## src/rtl/evt_ring_pkg.sv

```systemverilog
package evt_ring_pkg;

    localparam int ELEM_BYTES = 16;
    localparam int ELEM_SHIFT = $clog2(ELEM_BYTES);
    localparam int KIND_W     = 8;
    localparam int PAYLOAD_W  = 64;
    localparam int EVT_W      = ELEM_BYTES * 8;
    localparam int RSVD_W     = EVT_W - KIND_W - PAYLOAD_W;

    typedef enum logic [KIND_W-1:0] {
        EVK_XFER_DONE = 8'h01,
        EVK_CMD_DONE  = 8'h02,
        EVK_STATE_CHG = 8'h03
    } evt_kind_e;

    typedef struct packed {
        logic [KIND_W-1:0]    kind;
        logic [RSVD_W-1:0]    rsvd;
        logic [PAYLOAD_W-1:0] payload;
    } evt_word_t;

    typedef enum logic {
        SEQ_IDLE,
        SEQ_WRITE
    } seq_state_e;

    function automatic evt_word_t pack_event(input logic [KIND_W-1:0] k,
                                             input logic [PAYLOAD_W-1:0] p);
        evt_word_t w;
        w.kind    = k;
        w.rsvd    = '0;
        w.payload = p;
        return w;
    endfunction

endpackage

```

## src/rtl/evt_ring_ptrs.sv

```systemverilog
module evt_ring_ptrs #(
    parameter int IDX_W = 4
) (
    input  logic             clk,
    input  logic             rst,
    input  logic             adv,
    input  logic             host_wp_we,
    input  logic [IDX_W-1:0] host_wp_val,
    output logic [IDX_W-1:0] rp,
    output logic             ring_full
);

    logic [IDX_W-1:0] wp_q;
    logic [IDX_W-1:0] wp_plus1;
    logic             ring_idle;

    always_ff @(posedge clk) begin
        if (rst) begin
            rp   <= '0;
            wp_q <= '1;
        end else begin
            if (adv) begin
                rp <= rp + IDX_W'(1);
            end
            if (host_wp_we) begin
                wp_q <= host_wp_val;
            end
        end
    end

    assign wp_plus1  = wp_q + IDX_W'(1);
    assign ring_full = (rp == wp_q);
    assign ring_idle = (wp_plus1 == rp);

    AST_ADV_HAS_ROOM: assert property (@(posedge clk) disable iff (rst)
        adv |-> !ring_full) else $error("advance into full ring");

    AST_RESET_IDLE: assert property (@(posedge clk) disable iff (rst)
        $fell(rst) |-> (ring_idle && rp == '0)) else $error("reset not idle");

endmodule

```

## src/rtl/evt_ring_fmt.sv

```systemverilog
module evt_ring_fmt
    import evt_ring_pkg::*;
#(
    parameter int ADDR_W = 32,
    parameter int IDX_W  = 4
) (
    input  logic [ADDR_W-1:0]    base_addr,
    input  logic [IDX_W-1:0]     rp,
    input  logic [KIND_W-1:0]    kind,
    input  logic [PAYLOAD_W-1:0] payload,
    output logic [ADDR_W-1:0]    slot_addr,
    output evt_word_t            slot_word
);

    localparam int OFFS_W = IDX_W + ELEM_SHIFT;

    logic [OFFS_W-1:0] offs;

    assign offs = {rp, {ELEM_SHIFT{1'b0}}};

    generate
        if (ADDR_W > OFFS_W) begin : g_wide
            assign slot_addr = base_addr + {{(ADDR_W-OFFS_W){1'b0}}, offs};
        end else begin : g_narrow
            assign slot_addr = base_addr + offs[ADDR_W-1:0];
        end
    endgenerate

    assign slot_word = pack_event(kind, payload);

endmodule

```

## src/rtl/evt_ring_seq.sv

```systemverilog
module evt_ring_seq
    import evt_ring_pkg::*;
#(
    parameter int ADDR_W = 32
) (
    input  logic              clk,
    input  logic              rst,
    input  logic              req_valid,
    output logic              req_ready,
    input  logic              ring_full,
    input  logic [ADDR_W-1:0] nxt_addr,
    input  evt_word_t         nxt_word,
    output logic              mem_wr_valid,
    output logic [ADDR_W-1:0] mem_wr_addr,
    output evt_word_t         mem_wr_data,
    input  logic              mem_wr_ack,
    output logic              adv,
    output logic              irq
);

    seq_state_e state_q;
    logic       accept;

    assign req_ready    = (state_q == SEQ_IDLE) && !ring_full;
    assign accept       = req_valid && req_ready;
    assign mem_wr_valid = (state_q == SEQ_WRITE);
    assign adv          = mem_wr_valid && mem_wr_ack;

    always_ff @(posedge clk) begin
        if (rst) begin
            state_q     <= SEQ_IDLE;
            mem_wr_addr <= '0;
            mem_wr_data <= '0;
            irq         <= 1'b0;
        end else begin
            irq <= adv;
            case (state_q)
                SEQ_IDLE: begin
                    if (accept) begin
                        mem_wr_addr <= nxt_addr;
                        mem_wr_data <= nxt_word;
                        state_q     <= SEQ_WRITE;
                    end
                end
                SEQ_WRITE: begin
                    if (mem_wr_ack) begin
                        state_q <= SEQ_IDLE;
                    end
                end
                default: state_q <= SEQ_IDLE;
            endcase
        end
    end

    AST_HOLD_UNTIL_ACK: assert property (@(posedge clk) disable iff (rst)
        (mem_wr_valid && !mem_wr_ack) |=>
            (mem_wr_valid && $stable(mem_wr_addr) && $stable(mem_wr_data)))
        else $error("write dropped or changed before ack");

    AST_IRQ_FOLLOWS_ACK: assert property (@(posedge clk) disable iff (rst)
        (mem_wr_valid && mem_wr_ack) |=> irq) else $error("no irq after ack");

    AST_IRQ_ONE_CYCLE: assert property (@(posedge clk) disable iff (rst)
        irq |=> !irq) else $error("irq wider than one cycle");

    AST_SINGLE_FLIGHT: assert property (@(posedge clk) disable iff (rst)
        mem_wr_valid |-> !req_ready) else $error("ready during write");

endmodule

```

## src/rtl/evt_ring_poster.sv

```systemverilog
module evt_ring_poster
    import evt_ring_pkg::*;
#(
    parameter int ADDR_W     = 32,
    parameter int RING_IDX_W = 4
) (
    input  logic                  clk,
    input  logic                  rst,
    input  logic [ADDR_W-1:0]     base_addr,
    input  logic                  host_wp_we,
    input  logic [RING_IDX_W-1:0] host_wp_val,
    input  logic                  req_valid,
    output logic                  req_ready,
    input  logic [KIND_W-1:0]     req_kind,
    input  logic [PAYLOAD_W-1:0]  req_payload,
    output logic                  mem_wr_valid,
    output logic [ADDR_W-1:0]     mem_wr_addr,
    output logic [EVT_W-1:0]      mem_wr_data,
    input  logic                  mem_wr_ack,
    output logic                  irq,
    output logic [RING_IDX_W-1:0] dev_rp
);

    logic              adv;
    logic              ring_full;
    logic [ADDR_W-1:0] nxt_addr;
    evt_word_t         nxt_word;
    evt_word_t         wr_word;

    evt_ring_ptrs #(.IDX_W(RING_IDX_W)) ptrs_i (
        .clk         (clk),
        .rst         (rst),
        .adv         (adv),
        .host_wp_we  (host_wp_we),
        .host_wp_val (host_wp_val),
        .rp          (dev_rp),
        .ring_full   (ring_full)
    );

    evt_ring_fmt #(.ADDR_W(ADDR_W), .IDX_W(RING_IDX_W)) fmt_i (
        .base_addr (base_addr),
        .rp        (dev_rp),
        .kind      (req_kind),
        .payload   (req_payload),
        .slot_addr (nxt_addr),
        .slot_word (nxt_word)
    );

    evt_ring_seq #(.ADDR_W(ADDR_W)) seq_i (
        .clk          (clk),
        .rst          (rst),
        .req_valid    (req_valid),
        .req_ready    (req_ready),
        .ring_full    (ring_full),
        .nxt_addr     (nxt_addr),
        .nxt_word     (nxt_word),
        .mem_wr_valid (mem_wr_valid),
        .mem_wr_addr  (mem_wr_addr),
        .mem_wr_data  (wr_word),
        .mem_wr_ack   (mem_wr_ack),
        .adv          (adv),
        .irq          (irq)
    );

    assign mem_wr_data = wr_word;

    AST_IRQ_RP_STEP: assert property (@(posedge clk) disable iff (rst)
        irq |-> (dev_rp == RING_IDX_W'($past(dev_rp) + 1'b1)))
        else $error("index did not step with irq");

endmodule

```

## config.mk

```make
export PLATFORM = sky130hd
export DESIGN_NAME = evt_ring_poster
export DESIGN_NICKNAME = d
export VERILOG_FILES = /design/src/rtl/evt_ring_pkg.sv /design/src/rtl/evt_ring_ptrs.sv /design/src/rtl/evt_ring_fmt.sv /design/src/rtl/evt_ring_seq.sv /design/src/rtl/evt_ring_poster.sv
export SDC_FILE = /design/constraint.sdc
export NUM_CORES = 1
export LEC_CHECK = 0
export ABC_CLOCK_PERIOD_IN_PS = 7550
export BUFFER_PORTS_ARGS = -buffer_cell sky130_fd_sc_hd__buf_2
export CORE_ASPECT_RATIO = 1.5
export CORE_UTILIZATION = 40
export CTS_CLUSTER_SIZE = 20
export DETAILED_ROUTE_END_ITERATION = 16
export PLACE_DENSITY = 0.73
export SLEW_MARGIN = 10
export SYNTH_ARGS = -nofsm -noshare
export SYNTH_HDL_FRONTEND = slang
export SYNTH_SLANG_ARGS = --single-unit
```

## constraint.sdc

```tcl
create_clock -name clk -period 7.55 [get_ports clk]
set_clock_uncertainty 0.2 [all_clocks]
set_input_delay 1.51 -clock clk [delete_from_list [all_inputs] [get_ports clk]]
set_output_delay 1.51 -clock clk [all_outputs]
set_load 0.03 [all_outputs]
```

==> metrics.yaml, run 1 <==
hold_path_end: "seq_i.mem_wr_addr[6]$_SDFFE_PP0P_"
final_nets: 944
syn-instance-count: 620
yosys_register_bits: 114
die-area_um2: 13400
hold_path_class: "register to register"
worstHoldPathCells: 2
crit_chain: "buf_2 > nor2b_1 > nor2b_4 > buf_4 > nor2_1 > a211oi_1"
clockRootBuffer: "clkbuf_16"
fin_ws_ns: 3.77
end_kind: "register"
num_rows: 50
cpMaxStageDelayCell: "nor2b_4"
slew_violations: 0
final_cells: 994
ff2ff_setup_slack_ns: 4.29
peakVddDrop_mv: 0.130
tightest_slew_ns: 1.16
grt_usage_pct: 19.2
p_per_area_nw_per_um2: 270
start_util_pct: 41.3
finalHoldViolCount: 0
drtAntennaViolNets: 0
timing.final.crit_period_ns: 3.78
antenna_found_initial: 0
wl_per_cell_um: 13.0
fin_setup_tns_ns: 0
fmaxAchievable_ghz: 0.265
synthArstFlopShare_pct: 0
grt_max_degree: 77
num_vias: 4641
cts_buffers: 17
diodes: 0
grt_pass1_vias: 4100
fin_area_um2: 6690
cp_max_fo: 76
cp.arrival_ns: 3.89
syn_area_per_cell_um2: 8.33
nFillCells: 1243
yosysSeqAreaShare_pct: 44.2
synth.distinct_cells: 34
synth_area_leaders: "dfxtp_1 44%, nand2_1 12%, buf_4 8.1%"
port_buffers: 223
min_from: "seq_i.mem_wr_addr[6]$_SDFFE_PP0P_"
synthTopCellsByCount: "166 x nand2_1, 114 x dfxtp_1, 62 x a21oi_1"
r2r-end: "seq_i.mem_wr_addr[13]$_SDFFE_PP0P_"
critPathKind: "input port to register"
drive_above_1_share_pct: 33.8
grt-ovfl-total: 0
min_period_over_period_pct: 50.0
wl_um: 12900
synth-edff-count: 0
place_inst: 962
cap_violations: 0
clockBufferDepth: 2
die_h_um: 141
startpoint: "req_valid"
grt_pass1_wl_um: 20000
cp_top_family: "simple AND/OR/NAND/NOR gates"
post-dp-hpwl_um: 9110
cts_htree_levels: 4
tritoncts: "yes"
cts.sinks: 114
dpl_worst_slack_ns: 3.34
initialDrtViolationCount: 188
worst-r2r-cell-count: 6
post_cts_buffers: 0
clk_pin_slew_ns: 0.05
cellLeakagePower_nw: 3.16
synth_ff_type: "dfxtp_1"
cts.repair.resized: 0
crit_buf_inv: 2
timing.rr.start: "ptrs_i.rp[1]$_SDFFE_PP0P_"
startpoint_type: "input port"
design.core.area_um2: 12500
crit_required_ns: 7.66
viasPerCell: 4.67
rsz0062_at_grt: "false"
die_w_um: 94.8
drc: 0
synthMostInstantiatedCell: "nand2_1"
drt_first_pass_iters: 4
cts_hold_buf: 0
io_pins: 280
setup_viol: 0
yosysTopAreaCell: "dfxtp_1"
syn2layout_area_growth_pct: 29.5
routabilityCongestion: 0.766
total_power_mw: 1.81
slew_headroom_pct: 22.6
max_stage_delay_ns: 0.93
status: "complete, no violations"
yosysTopAreaCellShare_pct: 44.2
placed_area_um2: 6060
clock_latency_ns: 0.40
synth_area_um2: 5160
yosys_warnings: 0
[registers in the layout, indices dropped and copies added (netlist names)]
register	count
ptrs_i.rp	4
seq_i.mem_wr_valid	1
seq_i.mem_wr_data	72
ptrs_i.wp_q	4
seq_i.irq	1
seq_i.mem_wr_addr	32
[layout by cell type, fill, tap and decap left out, types with 2 or more instances in the layout]
master / n
nand2b_1: 3
nor2_1: 31
nand2_1: 166
nor2b_1: 5
ha_1: 5
a211o_1: 4
clkinv_4: 2
bufinv_16: 4
clkbuf_16: 17
nand3_1: 12
and3_1: 8
xnor2_1: 3
o21ai_0: 2
conb_1: 56
nand4b_1: 2
xor2_1: 27
a211oi_1: 25
buf_2: 222
clkinvlp_4: 4
nand4_1: 11
buf_4: 5
inv_1: 6
a21oi_1: 62
a21oi_2: 23
dfxtp_1: 114
clkbuf_1: 2
and4_1: 4
[cell type report]
cell class	instances	area (µm²)	share of cell area, %
flip-flops and latches	114	2280	34.1
inverters	6	22.5	0.337
well taps	156	195	2.92
repair buffers	227	1150	17.2
clock buffers	20	447	6.68
multi-input cells	459	2410	36.0
clock inverters	12	181	2.71
[per-layer routing]
layer	global-route usage, %	share of wire (%)	wire length [µm]	vias up
met4	7.26	1.7	225	0
met2	33.7	52	6780	161
met5	0	0	0	-
met1	21.4	40	5130	2110
met3	5.56	6.2	797	16
li1	-	-	-	2354
[report_power, final]
| part | leakage, nW | switching, mW | internal (mW) |
|---|---|---|---|
| Clock | 0.293 | 0.287 | 0.562 |
| Sequential | 0.939 | 0.0188 | 0.642 |
| Combinational | 1.93 | 0.212 | 0.0839 |
[how the worst max path moves through the flow]
stage	end	slack [ns]	cells past startpoint
global placement	seq_i.mem_wr_addr[6]$_SDFFE_PP0P_	3.37	6
floorplan	seq_i.mem_wr_addr[24]$_SDFFE_PP0P_	4.08	9
CTS	seq_i.mem_wr_addr[13]$_SDFFE_PP0P_	3.72	6
finish	seq_i.mem_wr_addr[13]$_SDFFE_PP0P_	3.77	6
global route	seq_i.mem_wr_addr[25]$_SDFFE_PP0P_	3.49	6
detailed placement	seq_i.mem_wr_addr[21]$_SDFFE_PP0P_	3.34	6
[logic make-up (layout without fill, tap and decap cells)]
logic type,after synthesis,in the layout,share of synthesized area (%)
compound gates,120,120,15.4
simple gates,247,247,20.4
buf+inv,102,265,13.3
other cells,1,56,0.0726
xor+xnor,30,30,5.09
fa+ha+maj,6,6,1.60
flops,114,114,44.2
[worst reg2reg max path, stage by stage (launching register included)]
cell	delay (ns)
dfxtp_1	0.51
xor2_1	0.33
nor4_1	0.15
nor2b_4	0.86
buf_4	0.75
nor2_1	0.14
a211oi_1	0.24
[per-stage QoR]
stage	hold WS, ns	util, %
global route	0.267	53.4
detailed placement	0.243	48.4
finish	0.247	53.4
global placement	0.239	48.4
CTS	0.248	53.4
floorplan	0.350	-
No activity file was read; power rests on OpenSTA's default activity.
==> run 2, diff against run 1 <==
--- a/config.mk
+++ b/config.mk
@@ -5,7 +5,7 @@
 export SDC_FILE = /design/constraint.sdc
 export NUM_CORES = 1
 export LEC_CHECK = 0
-export ABC_CLOCK_PERIOD_IN_PS = 7550
+export ABC_CLOCK_PERIOD_IN_PS = 3800
 export BUFFER_PORTS_ARGS = -buffer_cell sky130_fd_sc_hd__buf_2
 export CORE_ASPECT_RATIO = 1.5
 export CORE_UTILIZATION = 40
==> constraint.sdc (replaced) <==
create_clock -name clk -period 3.8 [get_ports clk]
set_clock_uncertainty 0.2 [all_clocks]
set_input_delay 0.76 -clock clk [delete_from_list [all_inputs] [get_ports clk]]
set_output_delay 0.76 -clock clk [all_outputs]
set_load 0.03 [all_outputs]
==> run 2 against run 1 <==
  * Clock power rose by 110%
  * Via count up 0.28%
  * Die area unchanged
  * Flip-flop and latch count did not move
  * Core utilization up 0.61 points
  * Setup slack worse by 2.8 ns
  * Critical endpoint is now req_ready
  * Largest cell class unchanged
  * Highest routed layer unchanged
==> metrics.yaml, run 2 (synthesis results as in run 1) <==
status: "complete, no violations"  # unchanged
peakVddDrop_mv: 0.330  # was 0.130 mV
die_h_um: 141  # unchanged
wl_met1_um: 5080  # was 5130 µm
largest_reg_flops: 72  # unchanged
final_nets: 947  # was 944
drt_first_pass_iters: 4  # unchanged
min_period_over_period_pct: 75.1
wl_per_cell_um: 12.9  # was 13.0 µm
wl_met2_um: 6680  # was 6780 µm
cts_htree_levels: 4  # unchanged
final_cells: 997  # was 994
num_vias: 4654  # was 4641
cts_hold_buf: 0  # unchanged
p_per_area_nw_per_um2: 546  # was 270 nW/µm²
wl_um: 12900  # about the same
setup_viol: 0  # unchanged
grt_pass1_wl_um: 19600  # was 20000 µm
highest_layer: "met4"  # unchanged
rsz0062_at_grt: "false"  # unchanged
finalHoldViolCount: 0  # unchanged
wl_met3_um: 752  # was 797 µm
die-area_um2: 13400  # unchanged
startpoint_type: "register"  # was input port
grt_usage_pct: 18.9  # was 19.2%
grt_pass1_vias: 3931  # was 4100
cp.arrival_ns: 1.90  # was 3.89 ns
crit_required_ns: 2.84  # was 7.66 ns
clk_pin_slew_ns: 0.05  # about the same
slew_headroom_pct: 42.0  # was 22.6%
design.core.area_um2: 12500  # unchanged
drc: 0  # unchanged
cp_max_fo: 7  # was 76
routabilityCongestion: 0.809  # was 0.766
critPathKind: "register to output pin"  # was input port to register
cts_buffers: 17  # unchanged
tightest_slew_ns: 0.870  # was 1.16 ns
die_w_um: 94.8  # unchanged
fin_setup_tns_ns: 0  # unchanged
port_buffers: 223  # unchanged
viasPerCell: 4.67  # about the same
clock_latency_ns: 0.40  # about the same
num_rows: 50  # unchanged
io_pins: 280  # unchanged
cap_violations: 0  # unchanged
cts.repair.resized: 0  # unchanged
antenna_found_initial: 0  # unchanged
clockBufferDepth: 2  # unchanged
ff2ff_setup_slack_ns: 1.29  # was 4.29 ns
post-dp-hpwl_um: 9140  # was 9110 µm
cts.sinks: 114  # unchanged
drive_above_1_share_pct: 34.2  # was 33.8%
largest-register: "seq_i.mem_wr_data"  # unchanged
hold_path_class: "register to register"  # unchanged
syn2layout_area_growth_pct: 31.0  # was 29.5%
cellLeakagePower_nw: 3.21  # was 3.16 nW
place_inst: 965  # was 962
clockRootBuffer: "clkbuf_16"  # unchanged
start_util_pct: 41.3  # unchanged
tritoncts: "yes"  # unchanged
post_cts_buffers: 0  # unchanged
final_common_cell: "buf_2"  # unchanged
diodes: 0  # unchanged
initialDrtViolationCount: 158  # was 188
grt_max_degree: 84  # was 77
end_kind: "output pin"  # was register
largest_registers: "seq_i.mem_wr_data x72, seq_i.mem_wr_addr x32"  # unchanged
fmaxAchievable_ghz: 0.350
timing.final.crit_period_ns: 2.86
final_util_pct: 54.1  # was 53.4%
grt-ovfl-total: 0  # unchanged
drtAntennaViolNets: 0  # unchanged
hold_ws_ns: 0.243  # was 0.247 ns
final_cell_mix: "222 x buf_2, 166 x nand2_1, 114 x dfxtp_1"  # unchanged
nFillCells: 1248  # was 1243
slew_violations: 0  # unchanged
[run 2: changes by cell type in the layout (fill, tap and decap cells not counted)]
cell | before | now
clkinv_4 | 2 | 3
clkinv_2 | 1 | 2
clkinvlp_4 | 4 | 1
clkbuf_1 | 2 | 0
clkbuf_8 | 1 | 3
buf_12 | 0 | 1
bufinv_16 | 4 | 5
buf_4 | 5 | 7
[run 2: metrics by stage]
step	total power [mW]	cell area, µm²	worst slack, ns
final	3.69	6760	0.944
after global routing	3.84	6760	0.797
after CTS	3.73	6760	0.919
after detailed placement	1.93	6090	0.965
after global placement	1.92	6090	1.05
after floorplan	1.80	5370	1.08
[run 2: power breakdown]
part           internal [mW]  switching [mW]  leakage, nW  total (mW)
clock                   1.22           0.570        0.327        1.79
sequential              1.27          0.0374        0.939        1.31
combinational          0.168           0.421         1.95       0.589
total                   2.66            1.03         3.21        3.69
[run 2: per-layer routing]
layer / up-vias / GRT usage, %
met5: - / 0
met4: 0 / 9.01
met3: 28 / 5.12
met2: 178 / 33.1
met1: 2088 / 20.5
li1: 2360 / -
[run 2: path summary, 6_finish.rpt]
path                                                   startpoint                            endpoint  cells after the start
worst max register to register          ptrs_i.rp[0]$_SDFFE_PP0P_  seq_i.mem_wr_addr[24]$_SDFFE_PP0P_                      9
worst min register to register  seq_i.mem_wr_addr[6]$_SDFFE_PP0P_   seq_i.mem_wr_addr[6]$_SDFFE_PP0P_                      2
worst max-delay path                    ptrs_i.rp[1]$_SDFFE_PP0P_                           req_ready                      4
worst min-delay path            seq_i.mem_wr_addr[6]$_SDFFE_PP0P_   seq_i.mem_wr_addr[6]$_SDFFE_PP0P_                      2
[run 2: layout make-up]
type | count | area [µm²] | share of cell area [%]
clock inverter | 12 | 203 | 3.00
inverter | 6 | 22.5 | 0.333
tap | 156 | 195 | 2.89
clock buffer | 20 | 467 | 6.90
timing repair buffer | 230 | 1180 | 17.5
sequential | 114 | 2280 | 33.7
multi-input combinational | 459 | 2410 | 35.6
[run 2: critical path: stages (launching register included)]
cell and delay [ns]:
dfxtp_1 0.50, xor2_1 0.19, nor4_1 0.54, nor2_1 0.07, buf_2 0.20
==> run 3, diff against run 2 <==
--- a/config.mk
+++ b/config.mk
@@ -5,13 +5,13 @@
 export SDC_FILE = /design/constraint.sdc
 export NUM_CORES = 1
 export LEC_CHECK = 0
-export ABC_CLOCK_PERIOD_IN_PS = 3800
+export ABC_CLOCK_PERIOD_IN_PS = 2600
 export BUFFER_PORTS_ARGS = -buffer_cell sky130_fd_sc_hd__buf_2
 export CORE_ASPECT_RATIO = 1.5
 export CORE_UTILIZATION = 40
 export CTS_CLUSTER_SIZE = 20
 export DETAILED_ROUTE_END_ITERATION = 16
-export PLACE_DENSITY = 0.73
+export PLACE_DENSITY = 0.76
 export SLEW_MARGIN = 10
 export SYNTH_ARGS = -nofsm -noshare
 export SYNTH_HDL_FRONTEND = slang
==> constraint.sdc (replaced) <==
create_clock -name clk -period 2.6 [get_ports clk]
set_clock_uncertainty 0.2 [all_clocks]
set_input_delay 0.52 -clock clk [delete_from_list [all_inputs] [get_ports clk]]
set_output_delay 0.52 -clock clk [all_outputs]
set_load 0.03 [all_outputs]
==> run 3 against run 2 <==
  * Sequential share of layout area shrank 0.53 points
  * Combinational power is 51% higher
  * Final cell count increased by 0.40%
  * Highest routed layer unchanged
==> metrics.yaml, run 3 (synthesis results as in run 1) <==
cp.arrival_ns: 1.71  # was 1.90 ns
largest_registers: "seq_i.mem_wr_data x72, seq_i.mem_wr_addr x32"  # unchanged
drtAntennaViolNets: 0  # unchanged
drive_above_1_share_pct: 34.9  # was 34.2%
dpl_worst_slack_ns: -0.0502  # was 0.965 ns
clock_latency_ns: 0.40  # about the same
max_stage_delay_ns: 0.47  # was 0.54 ns
timing.rr.start: "ptrs_i.rp[0]$_SDFFE_PP0P_"  # unchanged
final_nets: 951  # was 947
antenna_found_initial: 0  # unchanged
grt_usage_pct: 19.3  # was 18.9%
start_util_pct: 41.3  # unchanged
cp_top_family: "flip-flops"  # was simple AND/OR/NAND/NOR gates
grt-ovfl-total: 0  # unchanged
cpMaxStageDelayCell: "dfxtp_1"  # was nor4_1
slew_violations: 0  # unchanged
wl_per_cell_um: 12.8  # was 12.9 µm
cts_htree_levels: 4  # unchanged
drc: 0  # unchanged
clockRootBuffer: "clkbuf_16"  # unchanged
drt_first_pass_iters: 4  # unchanged
rsz0062_at_grt: "false"  # unchanged
highest_layer: "met4"  # unchanged
critPathKind: "register to output pin"  # unchanged
peakVddDrop_mv: 0.490  # was 0.330 mV
grt_pass1_wl_um: 20300  # was 19600 µm
finalHoldViolCount: 0  # unchanged
routabilityCongestion: 0.759  # was 0.809
initialDrtViolationCount: 132  # was 158
p_per_area_nw_per_um2: 784  # was 546 nW/µm²
min_period_over_period_pct: 93.5
diodes: 0  # unchanged
design.core.area_um2: 12500  # unchanged
clk_pin_slew_ns: 0.05  # about the same
startpoint: "ptrs_i.rp[3]$_SDFFE_PP0P_"  # was ptrs_i.rp[1]$_SDFFE_PP0P_
post-dp-hpwl_um: 9200  # was 9140 µm
hold_ws_ns: 0.126  # was 0.243 ns
wl_met2_um: 6740  # was 6680 µm
status: "complete, no violations"  # unchanged
crit_required_ns: 1.88  # was 2.84 ns
hold_path_class: "input port to register"  # was register to register
io_pins: 280  # unchanged
cts.sinks: 114  # unchanged
cts_buffers: 17  # unchanged
post_cts_buffers: 0  # unchanged
total_power_mw: 5.39  # was 3.69 mW
wl_met1_um: 4960  # was 5080 µm
final_common_cell: "buf_2"  # unchanged
fin_ws_ns: 0.169  # was 0.944 ns
die_h_um: 141  # unchanged
fmaxAchievable_ghz: 0.411
die_w_um: 94.8  # unchanged
port_buffers: 223  # unchanged
crit_buf_inv: 1  # unchanged
final_cell_mix: "222 x buf_2, 166 x nand2_1, 113 x dfxtp_1"  # was 222 x buf_2, 166 x nand2_1, 114 x dfxtp_1
largest-register: "seq_i.mem_wr_data"  # unchanged
end_kind: "output pin"  # unchanged
min_from: "host_wp_val[3]"  # was seq_i.mem_wr_addr[6]$_SDFFE_PP0P_
wl_um: 12800  # was 12900 µm
cap_violations: 0  # unchanged
cp_max_fo: 5  # was 7
num_vias: 4673  # was 4654
die-area_um2: 13400  # unchanged
cellLeakagePower_nw: 3.25  # was 3.21 nW
syn2layout_area_growth_pct: 33.2  # was 31.0%
setup_viol: 0  # unchanged
grt_pass1_vias: 4216  # was 3931
timing.final.crit_period_ns: 2.43
cts_hold_buf: 0  # unchanged
clockBufferDepth: 2  # unchanged
startpoint_type: "register"  # unchanged
viasPerCell: 4.67  # about the same
num_rows: 50  # unchanged
crit_chain: "xor2_1 > nor4_4 > nor2_1 > buf_2"  # was xor2_1 > nor4_1 > nor2_1 > buf_2
grt_max_degree: 65  # was 84
wl_met3_um: 875  # was 752 µm
largest_reg_flops: 72  # unchanged
tritoncts: "yes"  # unchanged
run 3: cell count changes in the layout (fill, tap and decap cells not counted), sizes merged:
cell,change
buf,+4
clkinvlp,+1
inv,-1
run 3: final timing paths:
check	to	slack [ns]	cells past startpoint
worst min register to register	seq_i.mem_wr_addr[6]$_SDFFE_PP0P_	0.25	2
worst max register to register	seq_i.mem_wr_addr[28]$_SDFFE_PP0P_	0.17	9
worst max-delay path	req_ready	0.17	4
worst min-delay path	ptrs_i.wp_q[3]$_SDFFE_PP1P_	0.13	2
run 3: repair_timing:
action,in CTS,in global routing
setup endpoints to repair,1,2
resized for setup,1,3
gates cloned,0,0
hold endpoints to repair,0,0
pin swaps,0,0
run 3: routing by layer:
metal  vias up  global-route usage [%]
met3        18                    5.18
met4         0                    8.37
li1       2376                       -
met2       179                    34.1
met5         -                       0
met1      2100                    21.2
run 3: layout make-up:
| class | instances | area (µm²) |
|---|---|---|
| multi-input combinational | 459 | 2430 |
| sequential | 114 | 2280 |
| timing repair buffer | 234 | 1280 |
| clock buffer | 20 | 457 |
| tap | 156 | 195 |
| inverter | 6 | 22.5 |
| fill | 1161 | 5640 |
| clock inverter | 12 | 205 |
run 3: report_power, final:
group / leakage [nW] / switching [mW] / internal [mW] / total, mW
Combinational: 1.99 / 0.622 / 0.264 / 0.887
Sequential: 0.939 / 0.0547 / 1.86 / 1.92
Clock: 0.316 / 0.829 / 1.76 / 2.58
Total: 3.25 / 1.51 / 3.88 / 5.39
run 3: worst reg2reg max path, delay by kind of cell, from the launching register on:
kind	cells	cell delay, ns
DFF	1	0.40
xor gates and xnor gates	1	0.16
buffers and inverters	2	0.27
adders and majority gates	2	0.62
AOI/OAI and AO/OA	2	0.38
and+or+nand+nor	2	0.31
run 3: through the flow:
step	instance area (µm²)	util (%)	std cells	setup TNS (ns)
floorplan	5370	-	675	0
global placement	6190	49.5	969	0
detailed placement	6190	49.5	969	-0.121
CTS	6860	54.8	1001	0
global route	6870	54.9	1001	0
finish	6870	54.9	1001	0
